==> src/rtl/hsq_pkg.sv <==
package hsq_pkg;

  typedef enum logic [1:0] {
    ST_FILL,
    ST_MAP,
    ST_EMIT
  } hsq_state_e;

  // Gray-coded amplitude for one axis: 00->-3, 01->-1, 11->+1, 10->+3
  function automatic logic signed [2:0] gray_lvl(input logic [1:0] b);
    case (b)
      2'b00:   gray_lvl = -3'sd3;
      2'b01:   gray_lvl = -3'sd1;
      2'b11:   gray_lvl = 3'sd1;
      default: gray_lvl = 3'sd3;
    endcase
  endfunction

endpackage

==> src/rtl/hsq_sdp_ram.sv <==
module hsq_sdp_ram #(
  parameter int W  = 32,
  parameter int AW = 5
) (
  input  logic          clk,
  input  logic          we,
  input  logic [AW-1:0] waddr,
  input  logic [W-1:0]  wdata,
  input  logic          re,
  input  logic [AW-1:0] raddr,
  output logic [W-1:0]  rdata
);
  localparam int DEPTH = 2 ** AW;

  logic [W-1:0] mem [DEPTH];

  always_ff @(posedge clk) begin
    if (we) mem[waddr] <= wdata;
    if (re) rdata <= mem[raddr];
  end
endmodule

==> src/rtl/hsq_qam16_lut.sv <==
module hsq_qam16_lut
  import hsq_pkg::*;
#(
  parameter int SW    = 16,
  parameter int LEVEL = 8192
) (
  input  logic [3:0]           grp,
  output logic signed [SW-1:0] re,
  output logic signed [SW-1:0] im
);
  logic signed [SW-1:0] axis_v [2];

  for (genvar g = 0; g < 2; g++) begin : g_axis
    always_comb axis_v[g] = SW'(int'(gray_lvl(grp[2*g+1 -: 2])) * LEVEL);
  end

  assign re = axis_v[0];
  assign im = axis_v[1];
endmodule

==> src/rtl/hsym_qam_mapper.sv <==
module hsym_qam_mapper
  import hsq_pkg::*;
#(
  parameter int NFFT  = 64,
  parameter int SW    = 16,
  parameter int LEVEL = 8192
) (
  input  logic                 clk,
  input  logic                 rst,
  input  logic [7:0]           in_data,
  input  logic                 in_valid,
  input  logic                 in_last,
  output logic                 in_ready,
  output logic signed [SW-1:0] out_re,
  output logic signed [SW-1:0] out_im,
  output logic                 out_valid,
  output logic                 out_last,
  input  logic                 out_ready
);
  localparam int HALF  = NFFT / 2;
  localparam int DBINS = HALF - 1;
  localparam int CW    = $clog2(DBINS + 1);
  localparam int NB_AW = $clog2(DBINS);
  localparam int SC_AW = $clog2(HALF);
  localparam int IBW   = $clog2(NFFT) + 1;

  hsq_state_e st;

  // fill stage
  logic [CW-1:0] cnt;
  logic          hold_v, pad;
  logic [3:0]    hold_grp;
  logic          full;
  logic          nb_we;
  logic [3:0]    nb_wdata, nb_rdata;

  assign full     = (cnt == CW'(DBINS));
  assign in_ready = (st == ST_FILL) && !full && !hold_v && !pad;

  always_comb begin
    nb_we    = 1'b0;
    nb_wdata = 4'd0;
    if (st == ST_FILL && !full) begin
      if (hold_v) begin
        nb_we    = 1'b1;
        nb_wdata = hold_grp;
      end else if (pad) begin
        nb_we    = 1'b1;
      end else if (in_valid) begin
        nb_we    = 1'b1;
        nb_wdata = in_data[3:0];
      end
    end
  end

  // map stage
  logic [CW-1:0]          mc;
  logic                   nb_re, mv;
  logic [SC_AW-1:0]       ma;
  logic signed [SW-1:0]   lut_re, lut_im;

  assign nb_re = (st == ST_MAP) && (mc != CW'(DBINS));

  hsq_sdp_ram #(.W(4), .AW(NB_AW)) u_grp_buf (
    .clk(clk), .we(nb_we), .waddr(cnt[NB_AW-1:0]), .wdata(nb_wdata),
    .re(nb_re), .raddr(mc[NB_AW-1:0]), .rdata(nb_rdata)
  );

  hsq_qam16_lut #(.SW(SW), .LEVEL(LEVEL)) u_lut (
    .grp(nb_rdata), .re(lut_re), .im(lut_im)
  );

  // emit stage
  logic [IBW-1:0]   ib, pb, mirror;
  logic             pend, issue, fire;
  logic [SC_AW-1:0] sc_raddr;
  logic [2*SW-1:0]  sc_rdata;
  logic signed [SW-1:0] rd_re, rd_im;

  assign fire     = out_valid && out_ready;
  assign issue    = (st == ST_EMIT) && (ib < IBW'(NFFT)) && !pend && (!out_valid || out_ready);
  assign mirror   = IBW'(NFFT) - ib;
  assign sc_raddr = (ib < IBW'(HALF)) ? ib[SC_AW-1:0] : mirror[SC_AW-1:0];
  assign rd_re    = sc_rdata[2*SW-1:SW];
  assign rd_im    = sc_rdata[SW-1:0];

  hsq_sdp_ram #(.W(2*SW), .AW(SC_AW)) u_subcar (
    .clk(clk), .we(mv), .waddr(ma), .wdata({lut_re, lut_im}),
    .re(issue), .raddr(sc_raddr), .rdata(sc_rdata)
  );

  always_ff @(posedge clk) begin
    if (rst) begin
      st        <= ST_FILL;
      cnt       <= '0;
      hold_v    <= 1'b0;
      hold_grp  <= 4'd0;
      pad       <= 1'b0;
      mc        <= '0;
      mv        <= 1'b0;
      ma        <= '0;
      ib        <= '0;
      pb        <= '0;
      pend      <= 1'b0;
      out_valid <= 1'b0;
      out_last  <= 1'b0;
      out_re    <= '0;
      out_im    <= '0;
    end else begin
      mv   <= nb_re;
      ma   <= mc[SC_AW-1:0] + SC_AW'(1);
      pend <= issue;
      if (issue) begin
        pb <= ib;
        ib <= ib + IBW'(1);
      end

      case (st)
        ST_FILL: begin
          if (full) begin
            if (!hold_v) pad <= 1'b0;
            cnt <= '0;
            mc  <= '0;
            st  <= ST_MAP;
          end else if (hold_v) begin
            hold_v <= 1'b0;
            cnt    <= cnt + CW'(1);
          end else if (pad) begin
            cnt <= cnt + CW'(1);
          end else if (in_valid) begin
            cnt      <= cnt + CW'(1);
            hold_grp <= in_data[7:4];
            hold_v   <= 1'b1;
            pad      <= in_last;
          end
        end
        ST_MAP: begin
          if (mc == CW'(DBINS)) begin
            ib <= '0;
            st <= ST_EMIT;
          end else begin
            mc <= mc + CW'(1);
          end
        end
        default: begin
          if (fire && out_last) st <= ST_FILL;
        end
      endcase

      if (pend) begin
        out_valid <= 1'b1;
        out_last  <= (pb == IBW'(NFFT - 1));
        if (pb == '0 || pb == IBW'(HALF)) begin
          out_re <= '0;
          out_im <= '0;
        end else begin
          out_re <= rd_re;
          out_im <= (pb > IBW'(HALF)) ? -rd_im : rd_im;
        end
      end else if (fire) begin
        out_valid <= 1'b0;
      end
    end
  end

  function automatic logic level_ok(input logic signed [SW-1:0] v);
    level_ok = (v == 0) || (v == SW'(LEVEL)) || (v == -SW'(LEVEL)) ||
               (v == SW'(3 * LEVEL)) || (v == -SW'(3 * LEVEL));
  endfunction

  AST_IN_STALL: assert property (@(posedge clk) disable iff (rst)
    out_valid |-> !in_ready);

  AST_OUT_HOLD: assert property (@(posedge clk) disable iff (rst)
    out_valid && !out_ready |=> out_valid && $stable(out_re) && $stable(out_im) && $stable(out_last));

  AST_LEVEL_SET: assert property (@(posedge clk) disable iff (rst)
    out_valid |-> level_ok(out_re) && level_ok(out_im));

  AST_LAST_GAP: assert property (@(posedge clk) disable iff (rst)
    out_valid && out_ready && out_last |=> !out_valid);

endmodule

==> config.mk <==
export PLATFORM = sky130hd
export DESIGN_NAME = hsym_qam_mapper
export DESIGN_NICKNAME = d
export VERILOG_FILES = /design/src/rtl/hsq_pkg.sv /design/src/rtl/hsq_sdp_ram.sv /design/src/rtl/hsq_qam16_lut.sv /design/src/rtl/hsym_qam_mapper.sv
export SDC_FILE = /design/constraint.sdc
export NUM_CORES = 1
export LEC_CHECK = 0
export BUFFER_PORTS_ARGS = -buffer_cell sky130_fd_sc_hd__buf_2
export CAP_MARGIN = 20
export CORE_UTILIZATION = 50
export CTS_BUF_LIST = sky130_fd_sc_hd__clkbuf_4
export DETAILED_ROUTE_END_ITERATION = 7
export PLACE_DENSITY = 0.68
export SETUP_SLACK_MARGIN = 0.1
export SLEW_MARGIN = 20
export SYNTH_ARGS = -nofsm -noshare
export SYNTH_HDL_FRONTEND = slang
export SYNTH_HIERARCHICAL = 1
export SYNTH_SLANG_ARGS = --single-unit
==> constraint.sdc <==
create_clock -name clk -period 2.73 [get_ports clk]
set_input_delay 0.273 -clock clk [delete_from_list [all_inputs] [get_ports clk]]
set_output_delay 0.273 -clock clk [all_outputs]
set_load 0.05 [all_outputs]
# ---- After elaboration in Yosys (flattened, before gate mapping)
# Memory sizes are Yosys's and may differ from the RTL's. A register that Yosys moved wholly into a read port is not among the register bits.
# Index checks and enable logic that the tools add are counted.
dict set report totals {
  register_bits 105
  latch_bits 0
  mem_bits_rw 320
  rom_bits 0
  in_bits 13
  out_inout_bits 35
  elab_cells 114
  n_memories 2
}
dict set report classes {
  add_sub_neg 5
  mul 0
  n_div 0
  n_lt_le_gt_ge 3
  eq_ne 14
  shift 0
  n_mux 41
  bitwise 3
  reduce_logical 30
}
# name depth width read_ports rd_ports_with_merged_regs wr line_no
set memory_table {}
lappend memory_table {u_subcar.mem 32 6 1 1 1 hsq_sdp_ram.sv:15} ;# logic [W-1:0] mem [DEPTH];
lappend memory_table {u_grp_buf.mem 32 4 1 1 1 hsq_sdp_ram.sv:15}
# cell count
set ops {}
lappend ops {{two-way mux 16 bit} 3}
lappend ops {{two-way mux 5 bit} 7}
lappend ops {{two-way mux 7 bit} 3}
lappend ops {{case mux 3 bit (3 select lines)} 2}
lappend ops {{two-way mux 1 bit} 17}
lappend ops {{two-way mux 4 bit} 4}
lappend ops {{negation 16 bit} 1}
lappend ops {{== test 7 x 6 -> 1 bit, second input constant} 2}
lappend ops {{adder 5 x 1 -> 5 bit, second input constant} 2}
lappend ops {{== test 5 bit, second input constant} 2}
lappend ops {{case mux 5 bit (2 select lines)} 1}
lappend ops {{logical AND 1 bit} 9}
lappend ops {{adder 7 x 1 -> 7 bit, second input constant} 1}
lappend ops {{greater-than comparator 7 x 6 -> 1 bit, second input constant} 1}
lappend ops {{zero test 7 bit} 1}
lappend ops {{< comparator 7 x 6 -> 1 bit, second input constant} 1}
lappend ops {{< comparator 7 bit, second input constant} 1}
lappend ops {{== test 2 x 1 -> 1 bit, second input constant} 3}
lappend ops {{== test 2 bit, second input constant} 3}
lappend ops {{zero test 2 bit} 3}
lappend ops {{two-way mux 2 bit} 3}
lappend ops {{AND reduction 2 bit} 3}
lappend ops {{AND reduction 3 bit} 2}
lappend ops {{zero test 1 bit} 5}
lappend ops {{11 further kinds} 16}

# ---- Depth between registers and ports, before layout
dict set report logic_depth {
  depth_word 7
  ltp_mapped 11
  depth_no_buf 9
}

# ---- Modules after synthesis
# The synthesis kept the hierarchy.
# mod n_inst cells_each area_per_inst_um2
set modules_own_cells {}
lappend modules_own_cells {{hsq_sdp_ram (u_subcar)} 1 2260 40805.4}
lappend modules_own_cells {{hsq_sdp_ram (u_grp_buf)} 1 231 5178.7}
lappend modules_own_cells {hsym_qam_mapper 1 393 3324.4}
lappend modules_own_cells {hsq_qam16_lut 1 40 295.3}

# ---- Worst setup path after synthesis
# OpenSTA, ideal clock, no wires.
dict set report synth_timing {
  kind {flip-flop to flip-flop}
  startpoint {reg cnt[0]}
  endpoint {mem u_grp_buf.mem[96][0], in the netlist u_grp_buf/mem[12][0], enable pin}
  setup_time_ps 329
  arrival_time_ps 2515
  t_required_ps 2401
  path_slack_ps -114
  path_stages_with_launch 10
  n_path_buf 2
  cell_sequence {dfxtp_1 ha_1 and3_1 ha_1 or3_1 clkbuf_1 nor2_1 or3b_2 clkbuf_1 nor2_1}
}
dict set report synth_via {
  elab_chain_len 6
}
# element line_no
set synth_lines {}
lappend synth_lines {{start: declaration} hsym_qam_mapper.sv:30} ;# logic [CW-1:0] cnt;
lappend synth_lines {{start signal: assignment} hsym_qam_mapper.sv:127} ;# cnt <= cnt + CW'(1);
lappend synth_lines {{start signal: assignment} hsym_qam_mapper.sv:129} ;# cnt <= cnt + CW'(1);
lappend synth_lines {{start signal: assignment} hsym_qam_mapper.sv:131} ;# cnt <= cnt + CW'(1);
lappend synth_lines {{== test 5 bit} hsym_qam_mapper.sv:37} ;# assign full = (cnt == CW'(DBINS));
lappend synth_lines {{zero test 1 bit} hsym_qam_mapper.sv:43} ;# if (st == ST_FILL && !full) begin
lappend synth_lines {{logical AND 1 bit} hsym_qam_mapper.sv:43}
lappend synth_lines {{two-way mux 1 bit} hsym_qam_mapper.sv:43}
lappend synth_lines {{net nb_we} hsym_qam_mapper.sv:34} ;# logic nb_we;
lappend synth_lines {{two-way mux 1 bit} hsq_sdp_ram.sv:18} ;# if (we) mem[waddr] <= wdata;
lappend synth_lines {{two-way mux 1 bit (implied by the code)} hsq_sdp_ram.sv:18}
lappend synth_lines {{end: declaration} hsq_sdp_ram.sv:15}
# The timed path passes the listed nets, and every way through them passes these cells.

# ---- Worst setup path after layout
dict set report layout_timing {
  startpoint {reg cnt[0]}
  endpoint {out in_ready}
}
dict set report layout_via {
  elab_chain_len 5
}
# element line_no
set layout_lines {}
lappend layout_lines {{== test 5 bit} hsym_qam_mapper.sv:37}
lappend layout_lines {{zero test 1 bit} hsym_qam_mapper.sv:38} ;# assign in_ready = (st == ST_FILL) && !full && !hold_v && !pad;
lappend layout_lines {{logical AND 1 bit (3 in a row)} hsym_qam_mapper.sv:38}
lappend layout_lines {{end: declaration} hsym_qam_mapper.sv:13} ;# output logic in_ready,
# Every way passes these cells.

==> metrics.md <==
| Metric | Value |
|---|---|
| Seq cells post-synth | 1261 |
| Main synth FF type | edfxtp_1 |
| Crit Path Category | reg2out |
| Fmax | 331 MHz |
| WL final | 121000 um |
| Port bufs | 47 |
| Worst R2R Start | ib[0] |
| Worst-Margin Slew | 1020 ps |
| Syn Area/Cell | 17.0 sq um |
| Synth area leader | edfxtp_1 |
| CTS root buffer | clkbuf_4 |
| CTS tree | done |
| R2r setup slk | 160 ps |
| Cells after synthesis | 2924 |
| GPL Wtd Cong | 0.818 |
| DR DRC count | 0 |
| Worst r2r dst | u_subcar/rdata[15] |
| Pin count of the biggest net entering global routing | 113 |
| Unrepaired setup endpoints after global routing | yes |
| # H-tree levels | 5 |
| Die Area | 100000 sq um |
| Clock Tree Buf Depth | 4 |
| R2r worst-path depth | 10 |
| Worst Skew | 58.5 ps |
| Required @ worst endpoint | 2460 ps |
| Crit path max fanout | 3 |
| Yosys cell types | 58 |
| Initial cell density of the core | 50.5% |
| First-pass iteration count of the detailed router | 5 |
| Max_cap viols | 0 |
| # setup viols final | 1 |
| All-Layer GR Usage | 24.0% |
| Layout fillers | 7306 |
| Final critical-path share of the clock period | 111% |
| Leakage dissipation | 18.0 nW |
| EDFF count, synth | 1188 |
| Final WS setup | -291 ps |
| Post-DR vias/cell | 5.85 |
| First-pass GRT wire length | 175000 um |
| DIE HEIGHT | 317 um |
| FFs w/ async S/R, synth | 0% |
| Max-slew headroom | 31.7% |
| I/O pin cnt | 48 |
| Final ANT Viol Nets | 0 |
| CTS Buf Count | 321 |
| Share of the synthesized area in the top cell type | 71.9% |
| Mapped Area | 49600 sq um |
| Area growth from synthesis to final layout | 15.0% |
| Layout cell share with drive strength beyond 1 | 23.3% |
| Worst VDD drop | 0.371 mV |
| Crit path cell chain | ha_4, and3_4, ha_4, or3_4, buf_6, nor3_4, buf_6 |
| Hold EP | cnt[4] |
| Startpoint type of the worst setup path | register |
| Hold_sp | in_valid |
| Pwr per Cell Area | 646 nW/um^2 |
| Vias | 28300 |
| Largest stage delay on the critical path | 370 ps |
| Worst Path Arrival | 2750 ps |
| Hold Fails Final Rpt | 0 |
| Seq/Total Area, Yosys | 74.9% |
| Row cnt | 115 |
| Number of global-route vias before repair | 28200 |
| Leading cell type in the layout, fill and taps excluded | edfxtp_1 |
| YS warnings | 6 |
| CP endpoint kind | primary output |
| Placed cells | 4243 |
| Status | finished, violations left |
| Hold Crit Depth | 5 |
| Slowest-stage cell, CP | or3_4 |
| Hold crit path type | in2reg |
| Post-DP HPWL | 66000 um |
| Clk pin slew, worst setup/hold paths | 70 ps |
| Die X | 317 um |
| Final Critical Period | 3020 ps |
| Clock latency on the worst-skew pair | 1110 ps |
| Initial antenna violation count | 2 |
| Filler-free cell count of the finished design | 4838 |
| Ranking of synthesized cells by area | edfxtp_1, mux2i_1, dfxtp_1 |
| Total clock sinks | 1261 |
| Violated checks | setup timing |
| Final #Nets | 3363 |
| Setup WS pre-CTS | -9.90 ps |
| Wirelength per Cell | 25.0 um |
| GR Overflow Total | 0 |
| Core area | 98300 sq um |
| Final slew viol count | 0 |
| DR iter-0 viols | 3096 |
| Most frequent cells in the layout | edfxtp_1, mux2i_1, clkbuf_4 |
[layer usage]
layer | share of wire [%] | track usage (%) | up-vias
li1 | - | - | 12400
met1 | 41 | 32.7 | 14300
met2 | 48 | 37.9 | 1350
met3 | 9.6 | 5.88 | 188
met4 | 1.8 | 8.18 | 0
met5 | 0 | 0 | -
[sequential cells by signal, indices dropped and copies added (netlist names), 7 cells and up]
signal and count:
out_im 16, u_subcar/mem 1024, ib 7, out_re 16, u_subcar/rdata 32, pb 7
u_grp_buf/mem 128
[worst max-delay path by stage]
stage / startpoint / end / slack [ps] / cells past startpoint
6_report: cnt[0] / in_ready / -290 / 7
4_1_cts: cnt[1] / in_ready / -430 / 7
5_1_grt: cnt[1] / in_ready / -510 / 7
3_3_place_gp: ib[0] / u_subcar/rdata[14] / -20 / 11
2_1_floorplan: mv / u_subcar/mem[28][0] / -30 / 3
3_5_place_dp: ib[0] / u_subcar/rdata[14] / -10 / 11
[cells by family (layout without fill, tap and decap cells)]
family	Yosys count	after routing	synth area share, %
compound gates	364	364	4.91
fa+ha+maj	12	12	0.303
mux	572	572	12.6
simple gates	491	491	4.58
buf+inv	200	798	2.37
xor+xnor	22	22	0.388
flops	1261	1261	74.9
other cells	2	31	0.0151
[cell type report]
cell class	count	area [sq um]	area share, %
inverters	12	45.0	0.0789
multi-input cells	1489	11800	20.7
well taps	1287	1610	2.82
clock inverters	84	480	0.842
flip-flops and latches	1261	37100	65.1
diodes	3	7.51	0.0132
clock buffers	449	3370	5.91
repair buffers	253	2570	4.50
[report_power, final]
group | total, W | internal [W] | leakage (nW) | switching [W]
Combinational | 0.000486 | 0.000120 | 4.39 | 0.000366
Sequential | 0.0212 | 0.0211 | 11.3 | 0.0000218
Clock | 0.0152 | 0.00810 | 2.31 | 0.00711
Total | 0.0369 | 0.0294 | 18.0 | 0.00750
[critical path, delay by kind of cell (launching register included)]
family,cells,cell delay [ps]
DFF,1,350
buffers and inverters,2,310
and+or+nand+nor,3,670
adders and majority gates,2,340
[cell usage after synthesis (all sizes together) (5+ instances only)]
cell type	n
a22o	64
nand3	126
ha	12
dfxtp	73
mux4	40
clkbuf	63
buf	125
or3b	6
nand2	141
nand2b	5
o21ai	15
nor2b	7
mux2	6
mux2i	526
nand3b	11
xor2	15
a31oi	34
xnor2	7
nor2	124
a22oi	99
a21oi	138
edfxtp	1188
nor3	41
inv	12
[stage by stage]
stage	util (%)	hold slack (ps)	TNS [ps]	instance area [sq um]	total power, W
2_1_floorplan	-	417	-6110	49800	0.0219
3_3_place_gp	53.3	431	-21.3	52400	0.0219
3_5_place_dp	53.3	439	-9.90	52400	0.0219
4_1_cts	57.7	27.4	-433	56700	0.0372
5_1_grt	58.1	137	-513	57100	0.0383
6_report	58.1	228	-291	57100	0.0369
[timing repair]
action	CTS	global route
buffers inserted	7	20
cloned	0	6
gates resized for setup	21	9
setup endpoints to repair	74	28
endpoints found under the hold margin	241	0
pin swaps	2	4
hold buffers	26	0
No activity file was read; power rests on OpenSTA's default activity.
